**src/rtl/mbox_pkg.sv**
```systemverilog
package mbox_pkg;
  localparam int WORD_W   = 32;
  localparam int OFS_DATA = 0;
  localparam int OFS_STAT = 8;
  localparam int ST_EMPTY = 0;
  localparam int ST_AVAIL = 1;
  localparam int ST_OVF   = 2;
  localparam int ST_IE    = 3;
endpackage

```
**src/rtl/mbox_fifo.sv**
```systemverilog
module mbox_fifo #(
  parameter int DEPTH = 4,
  parameter int W     = 32
) (
  input  logic                         clk,
  input  logic                         rst,
  input  logic                         push,
  input  logic                         pop,
  input  logic [W-1:0]                 wdata,
  output logic [W-1:0]                 head,
  output logic [$clog2(DEPTH+1)-1:0]   count,
  output logic                         full,
  output logic                         empty,
  output logic                         dropped
);
  localparam int PW = (DEPTH > 1) ? $clog2(DEPTH) : 1;
  localparam int CW = $clog2(DEPTH+1);
  localparam logic [PW-1:0] LAST = PW'(DEPTH-1);
  localparam logic [CW-1:0] CMAX = CW'(DEPTH);

  logic [W-1:0]  mem [DEPTH];
  logic [PW-1:0] wp, rp;
  logic          do_push, do_pop;

  assign full    = (count == CMAX);
  assign empty   = (count == '0);
  assign do_push = push && !full;
  assign do_pop  = pop && !empty;
  assign dropped = push && full;
  assign head    = mem[rp];

  always_ff @(posedge clk) begin
    if (do_push) mem[wp] <= wdata;
  end

  always_ff @(posedge clk) begin
    if (rst) begin
      wp    <= '0;
      rp    <= '0;
      count <= '0;
    end else begin
      if (do_push) wp <= (wp == LAST) ? '0 : wp + 1'b1;
      if (do_pop)  rp <= (rp == LAST) ? '0 : rp + 1'b1;
      if (do_push && !do_pop)      count <= count + 1'b1;
      else if (do_pop && !do_push) count <= count - 1'b1;
    end
  end

  a_r4_count_bound: assert property (@(posedge clk) disable iff (rst)
    count <= CMAX);
  a_r4_full_drop: assert property (@(posedge clk) disable iff (rst)
    (full && push && !pop) |=> (full && $stable(wp)));
  a_r6_empty_pop: assert property (@(posedge clk) disable iff (rst)
    (empty && pop && !push) |=> (empty && $stable(rp)));
  a_r10_push_pop: assert property (@(posedge clk) disable iff (rst)
    (!full && !empty && push && pop) |=> $stable(count));
endmodule

```
**src/rtl/mbox_ctrl.sv**
```systemverilog
module mbox_ctrl (
  input  logic clk,
  input  logic rst,
  input  logic drop,
  input  logic clr_s,
  input  logic clr_r,
  input  logic ie_we_s,
  input  logic ie_s,
  input  logic ie_we_r,
  input  logic ie_r,
  output logic ovf,
  output logic ie
);
  always_ff @(posedge clk) begin
    if (rst) begin
      ovf <= 1'b0;
      ie  <= 1'b0;
    end else begin
      if (drop)                ovf <= 1'b1;
      else if (clr_s || clr_r) ovf <= 1'b0;
      if (ie_we_r)      ie <= ie_r;
      else if (ie_we_s) ie <= ie_s;
    end
  end

  a_r5_ovf_set: assert property (@(posedge clk) disable iff (rst)
    drop |=> ovf);
  a_r5_ovf_hold: assert property (@(posedge clk) disable iff (rst)
    (ovf && !clr_s && !clr_r) |=> ovf);
  a_r7_ie_hold: assert property (@(posedge clk) disable iff (rst)
    (!ie_we_s && !ie_we_r) |=> $stable(ie));
endmodule

```
**src/rtl/msg_mailbox.sv**
```systemverilog
module msg_mailbox
  import mbox_pkg::*;
#(
  parameter int DEPTH  = 4,
  parameter int ADDR_W = 4
) (
  input  logic              clk,
  input  logic              rst,
  input  logic [ADDR_W-1:0] snd_addr,
  input  logic              snd_wr,
  input  logic              snd_rd,
  input  logic [31:0]       snd_wdata,
  output logic [31:0]       snd_rdata,
  input  logic [ADDR_W-1:0] rcv_addr,
  input  logic              rcv_wr,
  input  logic              rcv_rd,
  input  logic [31:0]       rcv_wdata,
  output logic [31:0]       rcv_rdata,
  output logic              irq
);
  localparam int CW = $clog2(DEPTH+1);
  localparam logic [ADDR_W-1:0] A_DATA = ADDR_W'(OFS_DATA);
  localparam logic [ADDR_W-1:0] A_STAT = ADDR_W'(OFS_STAT);

  logic [WORD_W-1:0] head;
  logic [CW-1:0]     count;
  logic              full, empty, dropped, ovf, ie;
  logic              push, pop;
  logic [31:0]       stat;
  logic              unused_bits;

  assign push = snd_wr && (snd_addr == A_DATA);
  assign pop  = rcv_rd && (rcv_addr == A_DATA);
  assign unused_bits = ^{rcv_wdata[31:4], rcv_wdata[1:0], snd_wdata[1:0], full};

  mbox_fifo #(.DEPTH(DEPTH), .W(WORD_W)) u_fifo (
    .clk(clk), .rst(rst), .push(push), .pop(pop), .wdata(snd_wdata),
    .head(head), .count(count), .full(full), .empty(empty), .dropped(dropped)
  );

  mbox_ctrl u_ctrl (
    .clk(clk), .rst(rst), .drop(dropped),
    .clr_s(snd_wr && (snd_addr == A_STAT) && snd_wdata[ST_OVF]),
    .clr_r(rcv_wr && (rcv_addr == A_STAT) && rcv_wdata[ST_OVF]),
    .ie_we_s(snd_wr && (snd_addr == A_STAT)), .ie_s(snd_wdata[ST_IE]),
    .ie_we_r(rcv_wr && (rcv_addr == A_STAT)), .ie_r(rcv_wdata[ST_IE]),
    .ovf(ovf), .ie(ie)
  );

  always_comb begin
    stat           = '0;
    stat[ST_EMPTY] = empty;
    stat[ST_AVAIL] = !empty;
    stat[ST_OVF]   = ovf;
    stat[ST_IE]    = ie;
  end

  always_ff @(posedge clk) begin
    if (rst) begin
      snd_rdata <= '0;
      rcv_rdata <= '0;
    end else begin
      snd_rdata <= (snd_rd && snd_addr == A_STAT) ? stat : '0;
      if (rcv_rd && rcv_addr == A_STAT)    rcv_rdata <= stat;
      else if (pop && !empty)              rcv_rdata <= head;
      else                                 rcv_rdata <= '0;
    end
  end

  assign irq = ie && (count != '0);

  a_r8_snd_idle_zero: assert property (@(posedge clk) disable iff (rst)
    !$past(snd_rd) |-> (snd_rdata == '0));
  a_r6_empty_read_zero: assert property (@(posedge clk) disable iff (rst)
    (pop && empty) |=> (rcv_rdata == '0));
  a_r1_no_pop_no_data: assert property (@(posedge clk) disable iff (rst)
    !$past(rcv_rd) |-> (rcv_rdata == '0));
endmodule

```
**config.mk**
```make
export PLATFORM = sky130hd
export DESIGN_NAME = msg_mailbox
export DESIGN_NICKNAME = d
export VERILOG_FILES = /design/src/rtl/mbox_pkg.sv /design/src/rtl/mbox_fifo.sv /design/src/rtl/mbox_ctrl.sv /design/src/rtl/msg_mailbox.sv
export SDC_FILE = /design/constraint.sdc
export NUM_CORES = 1
export LEC_CHECK = 0
export ABC_AREA = 0
export BUFFER_PORTS_ARGS = -buffer_cell sky130_fd_sc_hd__buf_2
export CAP_MARGIN = 20
export CORE_ASPECT_RATIO = 2
export CORE_MARGIN = 8
export CORE_UTILIZATION = 40
export CTS_CLUSTER_DIAMETER = 150
export DETAILED_ROUTE_END_ITERATION = 8
export GPL_TIMING_DRIVEN = 1
export SYNTH_ARGS = -nofsm -noshare
export SYNTH_HDL_FRONTEND = slang
export SYNTH_SLANG_ARGS = --single-unit
```
**constraint.sdc**
```tcl
create_clock -name clk -period 2.4 [get_ports clk]
set_input_delay 0 -clock clk [delete_from_list [all_inputs] [get_ports clk]]
set_output_delay 0 -clock clk [all_outputs]
set_load 0.005 [all_outputs]
```
# Yosys cells after proc, flatten, opt, wreduce, memory -nomap -nowiden
# Memories as Yosys holds them, arrays and structs flattened. A register that Yosys moved wholly into a read port is not among the register bits.
# Cells that the tools add are included.
# word_totals
latchBits	0
rom_bits	0
elab_cells	63
memories	1
reg_bits	73
inputBits	78
ramBits	128
# memory_table
name	depth	width	rd	rd_clocked_by_memory_dff	wr	line_no	source
u_fifo.mem	4	32	1	1	1	mbox_fifo.sv:21	logic [W-1:0] mem [DEPTH];
# op_classes
order_cmp	0
n_shift	0
bitwise_logic	2
div_mod_pow	0
mul	0
reduce_logical	28
n_eq_ne	5
mux	14
add_sub_neg	4
# op_table
op	count
$logic_and A1 B1 Y1	14
$eq A4 B4 Y1 const B	2
$logic_not A4 Y1	2
$mux W2	4
$mux W4	2
$mux W1	6
$mux W3	2
$reduce_bool A2 Y1	3
$add A2 B1 Y2 const B	2
$eq A2 B2 Y1 const B	2
$logic_not A1 Y1	4
$add A3 B1 Y3 const B	1
$eq A3 B3 Y1 const B	1
$logic_not A3 Y1	1
$reduce_bool A3 Y1	1
$reduce_or A3 Y1	1
$sub A3 B1 Y3 const B	1
$not A1 Y1	2
$reduce_or A2 Y1	1
$logic_or A1 B1 Y1	1

# Logic depth before layout (Yosys ltp)
# Gate-level depths: netlist of the first run.
# logic_depth
ltp_word	7
mapped_depth	9
mapped_depth_nobuf	8

# By module
# A second synthesis of the first run with hierarchy kept.
# unflattened
hier_cells	391
hier_area_um2	6886.6
# modules_own_cells
mod	area_per_inst_um2	seq_area_each_um2	cells_per_inst	instances
mbox_fifo	5109.9	4023.9	218	1
msg_mailbox	1691.6	720.7	164	1
mbox_ctrl	85.1	40.0	9	1

# Worst setup path after synthesis of the first run
# OpenSTA, ideal clock, no wires.
# synth_timing
kind	flip-flop to flip-flop
from	register u_fifo.count[0]
to	register u_fifo.count[2]
path_slack_ns	0.197
arrival_time_ns	2.131
path_buffers	1
setup_ns	0.072
period_less_slack_ns	2.203
path_stages_with_launch	10
required_ns	2.328
path_cell_list	dfxtp_1 or3_1 clkbuf_2 nand3_1 ha_1 inv_1 fa_1 xor2_1 or3_1 a21oi_1
# synth_between
elab_chain_cells	6
elab_cells_between_ends	15
cone_classes	add/sub (2); eq/ne (1); mux (2); reduce/logical (10)
# synth_lines
item	line_no	source
start: declaration	mbox_fifo.sv:11	output logic [$clog2(DEPTH+1)-1:0] count,
start signal: assignment	mbox_fifo.sv:44	if (do_push && !do_pop) count <= count + 1'b1;
start signal: assignment	mbox_fifo.sv:45	else if (do_pop && !do_push) count <= count - 1'b1;
branches (longest 6 deep; another with $sub A3 B1 Y3)	--	
# Several ways; the timed one is not identified. The select of a mux whose other input is x is not followed.
# A chain may end at the register's enable or synchronous reset.

# Worst setup path in the final report of the first run
# Same ends and word-level chain as after synthesis.

==> out/results.md, run 1 <==
| Result | Reported | Unit |
| --- | --- | --- |
| Distinct cells, synth | 41 | - |
| Average footprint of a synthesized cell | 18.4 | um2 |
| Post-CTS Setup Repair Bufs | 0 | - |
| Standby leakage power | 2.92 | nW |
| Maximum clock skew at final layout | 0.00863 | ns |
| Yosys reg bits | 175 | - |
| Commonest register cell after synthesis | edfxtp_1 | - |
| Tightest slew margin relative to the limit | 37.0 | % |
| Run status | completed | - |
| Number of standard cells after synthesis | 356 | - |
| Post-route non-filler standard cell count | 713 | - |
| Fraction of final layout cells sized beyond drive strength 1 | 31.8 | % |
| Reg-to-reg startpoint | u_fifo.count[0] | - |
| Die area | 21000 | um2 |
| Worst setup path start | u_fifo.count[0] | - |
| Fill cell instance count of the final layout | 1409 | - |
| Number of nets in the finished design | 581 | - |
| Pin count of the biggest net entering global routing | 33 | - |
| TritonCTS clock tree | done | - |
| Count of pins on the block boundary | 143 | - |
| Sequential cell area | 4790 | um2 |
| Num rows | 66 | - |
| Total clock sinks | 175 | - |
| Port buffer count | 84 | - |
| Post-synth EDFFs | 128 | - |
| Power Dens Cells | 737 | nW/um2 |
| Element type at the critical path start | register | - |
| Start point of the worst hold path | rcv_addr[1] | - |
| Die extent in y | 197 | um |
| Maximum net fanout on the critical path | 7 | - |
| Placed cell count | 634 | - |
| Critical Path End | u_fifo.count[2] | - |
| First-pass GRT wire length | 20200 | um |
| Top cells by instance count after synthesis | edfxtp_1 (128), dfxtp_1 (47), mux4_2 (32) | - |
| Cell taking the most area after synthesis | edfxtp_1 | - |
| Top cells by area in the synthesized netlist | edfxtp_1 (59%), dfxtp_1 (14%), mux4_2 (11%), buf_4 (3.2%), nor2b_1 (2.7%) | - |
| Share of the synthesized area in the top cell type | 58.7 | % |
| Register area share after synthesis | 73.0 | % |
| Clock root cell | clkbuf_16 | - |
| Worst Path Required | 2.76 | ns |
| Placeable Area | 16200 | um2 |
| Total clock buffers created by CTS | 17 | - |
| Fraction of registers with async set/reset | 0 | % |
| Most instantiated library cell after synthesis | edfxtp_1 | - |
| Vias after detailed routing | 3445 | - |
| Endpoint kind of the worst setup timing path | register | - |
| Transition time of the tightest slew-check pin | 0.945 | ns |
| Initial standard-cell utilization of the core | 40.5 | % |
| DRC errors left | 0 | - |
| Area delta synth->final | 23.6 | % |
| Drt total wl | 12900 | um |
| Final-layout setup total negative slack | 0 | ns |
| Iter 0 DRT Violations | 112 | - |
| Worst-Skew Late Latency | 0.42 | ns |
| Via count of the first global-routing pass | 3845 | - |
| Worst VDD drop | 483 | uV |
| Max Fclk | 451 | MHz |
| Clock transition at the registers of the reported paths | 0.07 | ns |
| Cell depth of the worst flop-to-flop path | 8 | - |
| H-tree depth | 4 | - |
| Worst reg2reg setup slack | 0.18 | ns |
| Hold_ws | 0.0362 | ns |
| 1st-pass router iterations | 4 | - |
| Number of endpoints with negative hold slack in the final report | 0 | - |
| Die Width | 107 | um |
| Setup repair after global routing missed its margin | false | - |
| Endpoint of the most critical register-to-register path | u_fifo.count[2] | - |
| Number of endpoints failing setup at the final stage | 0 | - |
| Signal arrival time at the worst endpoint | 2.58 | ns |
| Synth Warn # | 0 | - |
| Type of the setup path with the least slack | reg2reg | - |
| Maximum capacitance violations | 0 | - |
| Count of inserted antenna diode cells | 0 | - |
| Time the worst path needs with I/O delays and setup | 2.22 | ns |
| Area of the mapped netlist | 6550 | um2 |
| Max Buffers Root-to-Sink | 2 | - |
| Number of antenna violations at the first check in global routing | 0 | - |
| Average detailed-routed wire length per instance | 18.1 | um |
| Type of the most critical hold path | in2reg | - |
| Remaining antenna violation count | 0 | - |
| Crit share post-route | 92.4 | % |
| Combined area of the multi-input logic cells | 1550 | um2 |
| Count of pins over their slew limit | 0 | - |
| Placed wire-length estimate | 8090 | um |
| Vias per inst | 4.83 | - |
| Fraction of the core area covered by cells at the end of the flow | 50.1 | % |
| Global route overflow | 0 | - |
| Routability congestion estimate from global placement | 0.757 | - |
| Overall global routing resource usage | 12.9 | % |
[worst min-delay path by stage]
stage                   endpoint  slack, ns  cells past startpoint
3_5_place_dp    u_fifo.mem[0][5]       0.22                      1
3_3_place_gp   u_fifo.mem[2][26]       0.21                      1
2_1_floorplan   u_fifo.mem[0][0]        0.1                      0
4_1_cts             rcv_rdata[2]       0.02                      4
6_report            rcv_rdata[2]       0.04                      4
5_1_grt             rcv_rdata[2]       0.04                      4
[layer usage]
metal | GRT usage (%) | wire, um
met1 | 12.7 | 4670
met2 | 24.3 | 7290
met3 | 3.01 | 649
met4 | 6.72 | 314
met5 | 0 | 0
[placed cells by master (no fill, tap or decap), drive strengths merged, types with 3 or more instances in the layout]
master and instances:
clkinvlp 5, and2 7, o21ai 4, buf 88, nand2 8, mux4 32, conb 28, ha 6
a21oi 5, clkbuf 18, nand4 3, edfxtp 128, clkinv 3, dfxtp 47, nor3 4, nor2 6
nand3 7, dlygate4sd3 47, inv 12, nor2b 28, or3 3
[layout make-up]
cell class	instances	area share [%]
clock inverter	14	1.36
timing repair buffer	135	11.7
tap	204	3.15
inverter	6	0.278
multi-input combinational	161	19.2
sequential	175	59.1
clock buffer	18	5.30
[stage by stage]
| step | worst slack, ns | area [um2] | power, mW |
|---|---|---|---|
| floorplan | 0.197 | 6650 | 3.41 |
| global placement | 0.176 | 7080 | 3.45 |
| detailed placement | 0.0938 | 7080 | 3.46 |
| CTS | 0.0764 | 8090 | 6.02 |
| global route | 0.0278 | 8100 | 6.16 |
| finish | 0.181 | 8100 | 5.97 |
[kinds of logic after synthesis]
| logic type | count (synthesis) | share of synthesized area, % |
|---|---|---|
| muxes | 34 | 11.3 |
| other | 1 | 0.0572 |
| xor gates and xnor gates | 2 | 0.267 |
| buffers and inverters | 47 | 5.04 |
| and+or+nand+nor | 75 | 7.18 |
| adders and majority gates | 7 | 1.45 |
| DFF | 175 | 73.0 |
| AOI/OAI and AO/OA | 15 | 1.68 |
[critical path: stages (launching register included)]
cell	delay [ns]
dfxtp_1	0.44
or3b_1	0.18
and3_2	0.28
ha_1	0.20
inv_1	0.06
fa_1	0.37
xor2_1	0.18
or3_1	0.30
a21oi_1	0.13
[power by group]
group | internal, mW | switching [mW] | total (mW) | leakage, nW
Clock | 1.34 | 1.18 | 2.52 | 0.250
Sequential | 3.25 | 0.00453 | 3.25 | 1.53
Combinational | 0.0990 | 0.0968 | 0.196 | 1.13
[sequential cells by signal, indices dropped and copies added (netlist names), named ones only]
register      count
u_fifo.rp         2
u_ctrl.ovf        1
u_fifo.wp         2
u_fifo.count      3
snd_rdata         4
rcv_rdata        32
u_fifo.mem      128
u_ctrl.ie         1
[timing repair]
| item | 4_1_cts | 5_1_grt |
|---|---|---|
| hold buffers | 47 | 0 |
| setup endpoints to repair | 0 | 2 |
| endpoints found under the hold margin | 144 | 0 |
| gates resized for setup | 0 | 2 |
Power figures use the tool's default switching activity.
==> run 2: changes to the inputs <==
==> constraint.sdc (replaced) <==
create_clock -name clk -period 2.8 [get_ports clk]
set_input_delay 0 -clock clk [delete_from_list [all_inputs] [get_ports clk]]
set_output_delay 0 -clock clk [all_outputs]
set_load 0.005 [all_outputs]
==> run 2 against run 1 <==
Effect of this change:
- die area did not move
- highest routed layer unchanged
- critical path type unchanged
- clock power barely moved
- combinational power fell by 15%
- worst hold slack improved by 0.0023 ns
- critical endpoint unchanged
==> out/results.md, run 2 (synthesis results as in run 1) <==
| Result | Reported | Unit | Change |
| --- | --- | --- | --- |
| Run status | completed | - |  |
| Count of pins on the block boundary | 143 | - | unchanged |
| Fraction of final layout cells sized beyond drive strength 1 | 32.3 | % | +0.47 points |
| Type of the setup path with the least slack | reg2reg | - |  |
| Final-layout setup total negative slack | 0 | ns | unchanged |
| Number of gates resized after cts | 0 | - | unchanged |
| Non-Filler Cell Area, Final | 8260 | um2 | +2.0% |
| Transition time of the tightest slew-check pin | 0.639 | ns | -0.307 ns |
| Ordered cell list for the critical path | or3_1 > nand3_1 > ha_1 > inv_1 > fa_1 > xor2_1 > or3_1 > a21oi_1 | - |  |
| Die extent in y | 197 | um | unchanged |
| Largest registers in the final layout | u_fifo.mem x128, rcv_rdata x32, snd_rdata x4 | - |  |
| Drt total wl | 13100 | um | +1.6% |
| Time the worst path needs with I/O delays and setup | 2.38 | ns | +0.163 ns |
| Number of endpoints failing setup at the final stage | 0 | - | unchanged |
| Vias after detailed routing | 3481 | - | +1.0% |
| Routability congestion estimate from global placement | 0.741 | - | -2.0% |
| Type of the most critical hold path | in2reg | - |  |
| Max Fclk | 420 | MHz | -6.9% |
| Area after detailed placement | 7160 | um2 | +1.1% |
| Total clock buffers created by CTS | 17 | - | unchanged |
| Global route overflow | 0 | - | unchanged |
| Clock root cell | clkbuf_16 | - |  |
| Number of nets in the finished design | 586 | - | +0.86% |
| Max Buffers Root-to-Sink | 2 | - | unchanged |
| Slowest CP cell | or3_1 | - |  |
| Tightest slew margin relative to the limit | 57.1 | % | +20 points |
| Pin count of the biggest net entering global routing | 29 | - | -12% |
| Cell repeated most along the worst path | or3_1 | - |  |
| Post-CTS Setup Repair Bufs | 0 | - | unchanged |
| Count of inserted antenna diode cells | 0 | - | unchanged |
| Vias per inst | 4.85 | - | +0.34% |
| DRC errors left | 0 | - | unchanged |
| Maximum net fanout on the critical path | 8 | - | +1 |
| Iter 0 DRT Violations | 120 | - | +7.1% |
| Clock transition at the registers of the reported paths | 0.07 | ns | about the same |
| Worst path max stage delay | 0.52 | ns | +0.08 ns |
| Top register by number of flip-flops | u_fifo.mem | - |  |
| Remaining antenna violation count | 0 | - | unchanged |
| Count of pins over their slew limit | 0 | - | unchanged |
| Die area | 21000 | um2 | unchanged |
| Worst-Skew Late Latency | 0.42 | ns | about the same |
| Endpoint kind of the worst setup timing path | register | - |  |
| Power Dens Cells | 660 | nW/um2 | -10% |
| Leading cell type in the layout, fill and taps excluded | edfxtp_1 | - |  |
| Num rows | 66 | - | unchanged |
| Port buffer count | 84 | - | unchanged |
| Via count of the first global-routing pass | 3830 | - | -0.39% |
| Worst Path Required | 3.16 | ns | +0.40 ns |
| Setup repair after global routing missed its margin | false | - |  |
| TritonCTS clock tree | done | - |  |
| Initial standard-cell utilization of the core | 40.5 | % | unchanged |
| Total clock sinks | 175 | - | unchanged |
| Fraction of the core area covered by cells at the end of the flow | 51.0 | % | +0.99 points |
| Maximum clock skew at final layout | 0.00928 | ns | +0.000647 ns |
| Number of antenna violations at the first check in global routing | 0 | - | unchanged |
| Worst VDD drop | 589 | uV | +22% |
| Most frequent cells in the layout | edfxtp_1 (128), buf_2 (84), dlygate4sd3_1 (47), dfxtp_1 (45), mux4_2 (32) | - |  |
| Signal arrival time at the worst endpoint | 2.74 | ns | +0.16 ns |
| Standby leakage power | 3.01 | nW | +3.2% |
| Average detailed-routed wire length per instance | 18.3 | um | +0.85% |
| Placeable Area | 16200 | um2 | unchanged |
| Placed cell count | 639 | - | +0.79% |
| CTS Hold Bufs | 47 | - | unchanged |
| Fin worst setup slack | 0.418 | ns | +0.237 ns |
| Post-route non-filler standard cell count | 718 | - | +0.70% |
| Area delta synth->final | 26.1 | % |  |
| H-tree depth | 4 | - | unchanged |
| Fill cell instance count of the final layout | 1372 | - | -2.6% |
| Overall global routing resource usage | 13.0 | % | +0.083 points |
| 1st-pass router iterations | 5 | - | +1 |
| Number of endpoints with negative hold slack in the final report | 0 | - | unchanged |
| Worst-case setup slack after placement | 0.410 | ns | +0.316 ns |
| Placed wire-length estimate | 8720 | um | +7.8% |
| First-pass GRT wire length | 20400 | um | +0.85% |
| Element type at the critical path start | register | - |  |
| Crit share post-route | 85.1 | % | -7.4 points |
| Die Width | 107 | um | unchanged |
| Number of flip-flops under the largest register name | 128 | - | unchanged |
| Maximum capacitance violations | 0 | - | unchanged |
==> run 2: changes by cell type in the layout (fill, tap and decap cells not counted), moves of 2 or more <==
| cell | change |
|---|---|
| buf_4 | +2 |
| bufinv_16 | +4 |
| clkinvlp_4 | -4 |
| buf_12 | +3 |
==> run 2: metrics by stage <==
step	hold WS [ns]	power, mW
2_1_floorplan	0.0989	2.92
5_1_grt	0.0331	5.62
4_1_cts	0.0205	5.51
6_report	0.0385	5.45
3_5_place_dp	0.218	2.96
3_3_place_gp	0.209	2.95
==> run 2: final timing paths <==
kind	from	endpoint	slack [ns]	depth (start not counted)
setup / recovery	u_fifo.count[0]	u_fifo.count[2]	0.42	8
hold / removal	snd_addr[3]	u_fifo.wp[0]	0.04	4
setup reg to reg	u_fifo.count[0]	u_fifo.count[2]	0.42	8
hold reg to reg	u_ctrl.ovf	rcv_rdata[2]	0.49	2
==> run 2: worst max-delay path, delay by kind of cell, from the launching register on <==
kind,cells,cell delay (ns)
fa+ha+maj,2,0.58
compound gates,1,0.13
flops,1,0.36
simple gates,3,1.02
buf+inv,1,0.06
xor+xnor,1,0.17
==> run 2: power by group <==
part / total [mW] / internal, mW / leakage (nW) / switching, mW
logic: 0.167 / 0.0852 / 1.17 / 0.0819
registers: 2.79 / 2.78 / 1.53 / 0.00404
clock network: 2.50 / 1.51 / 0.307 / 0.985
==> run 2: cell type report <==
type | instances | area (um2) | area share, %
inverters | 6 | 22.5 | 0.273
clock inverters | 14 | 203 | 2.45
clock buffers | 18 | 429 | 5.19
flip-flops and latches | 175 | 4790 | 57.9
multi-input cells | 161 | 1540 | 18.7
repair buffers | 140 | 1020 | 12.4
well taps | 204 | 255 | 3.09
==> run 2: per-layer routing <==
metal | GRT usage (%) | vias to the layer above | routed length (um)
li1 | - | 1602 | -
met1 | 12.5 | 1741 | 4560
met2 | 24.3 | 108 | 7450
met3 | 3.34 | 30 | 752
met4 | 7.03 | 0 | 361
met5 | 0 | - | 0
==> run 3: changes to the inputs <==
--- a/config.mk
+++ b/config.mk
@@ -14,6 +14,7 @@
 export CTS_CLUSTER_DIAMETER = 150
 export DETAILED_ROUTE_END_ITERATION = 8
 export GPL_TIMING_DRIVEN = 1
+export HOLD_SLACK_MARGIN = 0.15
 export SYNTH_ARGS = -nofsm -noshare
 export SYNTH_HDL_FRONTEND = slang
 export SYNTH_SLANG_ARGS = --single-unit
==> run 3 against run 2 <==
Effect of this change:
- largest power group unchanged
- highest routed layer unchanged
- worst hold slack gained 0.18 ns
- combinational power is essentially flat
- non-clock buffer count grew 4
- first-iteration DRC count grew 5.8%
- sequential cell count is the same
- global-route usage grew 0.090 points
- clock skew shrank 0.00099 ns
- cell count grew 0.56%
==> out/results.md, run 3 (synthesis results as in run 1) <==
| Result | Reported | Unit | Change |
| --- | --- | --- | --- |
| Time the worst path needs with I/O delays and setup | 2.55 | ns | +0.167 ns |
| Start point of the worst hold path | snd_addr[3] | - |  |
| Reg-to-reg startpoint | u_fifo.count[0] | - |  |
| Count of pins on the block boundary | 143 | - | unchanged |
| Area delta synth->final | 26.7 | % |  |
| Post-route non-filler standard cell count | 722 | - | +0.56% |
| Drt total wl | 13200 | um | +0.32% |
| Top register by number of flip-flops | u_fifo.mem | - |  |
| Power Dens Cells | 657 | nW/um2 | -0.46% |
| Die area | 21000 | um2 | unchanged |
| Standby leakage power | 3.02 | nW | +0.48% |
| Transition time of the tightest slew-check pin | 0.626 | ns | -0.0125 ns |
| Sequential cell area | 4790 | um2 | unchanged |
| Clock root cell | clkbuf_16 | - |  |
| Maximum capacitance violations | 0 | - | unchanged |
| Fill cell instance count of the final layout | 1368 | - | -0.29% |
| Maximum net fanout on the critical path | 3 | - | -5 |
| Die extent in y | 197 | um | unchanged |
| Global route overflow | 0 | - | unchanged |
| Setup repair after global routing missed its margin | false | - |  |
| Maximum clock skew at final layout | 0.00829 | ns | -0.000991 ns |
| Total clock buffers created by CTS | 17 | - | unchanged |
| Tightest slew margin relative to the limit | 57.9 | % | +0.84 points |
| Clock transition at the registers of the reported paths | 0.07 | ns | about the same |
| Die Width | 107 | um | unchanged |
| Max Fclk | 392 | MHz | -6.6% |
| Number of gates resized after cts | 0 | - | unchanged |
| Worst setup path start | rcv_addr[1] | - |  |
| Placed cell count | 639 | - | unchanged |
| Iter 0 DRT Violations | 127 | - | +5.8% |
| Most frequent cells in the layout | edfxtp_1 (128), buf_2 (84), dlygate4sd3_1 (51), dfxtp_1 (45), mux4_2 (32) | - |  |
| Worst-Skew Late Latency | 0.42 | ns | about the same |
| Worst-case setup slack after placement | 0.410 | ns | unchanged |
| Number of cells on the worst hold path | 4 | - | unchanged |
| Final total power | 5.45 | mW | about the same |
| Element type at the critical path start | primary input | - |  |
| Remaining antenna violation count | 0 | - | unchanged |
| Worst reg2reg setup slack | 0.41 | ns | about the same |
| Pin count of the biggest net entering global routing | 29 | - | unchanged |
| Worst Path Required | 3.16 | ns | about the same |
| Fin worst setup slack | 0.250 | ns | -0.167 ns |
| Non-Filler Cell Area, Final | 8300 | um2 | +0.48% |
| Worst VDD drop | 590 | uV | about the same |
| DRC errors left | 0 | - | unchanged |
| H-tree depth | 4 | - | unchanged |
| Signal arrival time at the worst endpoint | 2.91 | ns | +0.17 ns |
| Cell depth of the worst flop-to-flop path | 8 | - | unchanged |
| Fraction of the core area covered by cells at the end of the flow | 51.3 | % | +0.25 points |
| Crit share post-route | 91.1 | % | +6.0 points |
| Average detailed-routed wire length per instance | 18.2 | um | -0.24% |
| Type of the setup path with the least slack | in2reg | - |  |
| Number of endpoints failing setup at the final stage | 0 | - | unchanged |
| Fraction of final layout cells sized beyond drive strength 1 | 32.0 | % | -0.25 points |
| 1st-pass router iterations | 4 | - | -1 |
| Port buffer count | 84 | - | unchanged |
| Number of flip-flops under the largest register name | 128 | - | unchanged |
| Type of the most critical hold path | in2reg | - |  |
| Endpoint kind of the worst setup timing path | register | - |  |
| First-pass GRT wire length | 20500 | um | +0.64% |
| Total clock sinks | 175 | - | unchanged |
| Number of nets in the finished design | 590 | - | +0.68% |
| Routability congestion estimate from global placement | 0.741 | - | unchanged |
| Combined area of the multi-input logic cells | 1540 | um2 | unchanged |
| Number of antenna violations at the first check in global routing | 0 | - | unchanged |
| Run status | completed | - |  |
| Placeable Area | 16200 | um2 | unchanged |
| Number of endpoints with negative hold slack in the final report | 0 | - | unchanged |
| Count of inserted antenna diode cells | 0 | - | unchanged |
| Largest registers in the final layout | u_fifo.mem x128, rcv_rdata x32, snd_rdata x4 | - |  |
| Placed wire-length estimate | 8720 | um | unchanged |
| Final-layout setup total negative slack | 0 | ns | unchanged |
| Num rows | 66 | - | unchanged |
| Via count of the first global-routing pass | 3855 | - | +0.65% |
| Max Buffers Root-to-Sink | 2 | - | unchanged |
| Area after detailed placement | 7160 | um2 | unchanged |
| Count of pins over their slew limit | 0 | - | unchanged |
| Initial standard-cell utilization of the core | 40.5 | % | unchanged |
| Leading cell type in the layout, fill and taps excluded | edfxtp_1 | - |  |
| Endpoint of the most critical register-to-register path | u_fifo.count[2] | - |  |
| TritonCTS clock tree | done | - |  |
| Hold_ws | 0.215 | ns | +0.176 ns |
| Vias after detailed routing | 3480 | - | -0.029% |
| Endpoint of the worst hold path | u_fifo.wp[1] | - |  |
| Vias per inst | 4.82 | - | -0.58% |
| Overall global routing resource usage | 13.1 | % | +0.090 points |
[run 3: changes by cell type in the layout (fill, tap and decap cells not counted)]
| cell | change |
|---|---|
| dlygate4sd3_1 | +4 |
[run 3: repair_timing]
item | CTS | global route
hold buffers | 51 | 0
hold endpoints to repair | 146 | 0
endpoints found under the setup margin | 0 | 0
buffers inserted | 0 | 0
[run 3: final cells by class]
| cell class | count | share of cell area [%] |
|---|---|---|
| multi-input combinational | 161 | 18.6 |
| timing repair buffer | 144 | 12.8 |
| tap | 204 | 3.07 |
| inverter | 6 | 0.271 |
| clock buffer | 18 | 5.17 |
| sequential | 175 | 57.7 |
| clock inverter | 14 | 2.44 |
[run 3: worst max-delay path by stage]
stage | to | cells past startpoint | slack (ns)
2_1_floorplan | u_fifo.count[2] | 9 | 0.60
3_3_place_gp | u_fifo.count[2] | 8 | 0.47
3_5_place_dp | u_fifo.count[2] | 8 | 0.41
4_1_cts | u_fifo.count[2] | 11 | 0.28
5_1_grt | u_fifo.count[2] | 11 | 0.15
6_report | u_fifo.count[2] | 11 | 0.25
[run 3: worst max-delay path, cell delays in order]
cell and delay, ns:
dlygate4sd3_1 0.53, buf_2 0.15, nor4b_4 0.38, dlygate4sd3_1 0.68
nand3_1 0.15, ha_1 0.27, inv_1 0.08, fa_1 0.17
xor2_1 0.07, or3_1 0.30, a21oi_1 0.13
[run 3: power breakdown]
part           leakage, nW  switching, mW  internal, mW
logic                 1.19         0.0823        0.0867
clock network        0.307          0.984          1.51
registers             1.53        0.00406          2.78
[run 3: routing by layer]
| layer | global-route usage [%] | vias to the layer above | share of wire [%] |
|---|---|---|---|
| li1 | - | 1609 | - |
| met1 | 12.6 | 1740 | 35 |
| met2 | 24.5 | 101 | 57 |
| met3 | 3.34 | 30 | 5.5 |
| met4 | 7.14 | 0 | 2.8 |
| met5 | 0 | - | 0 |
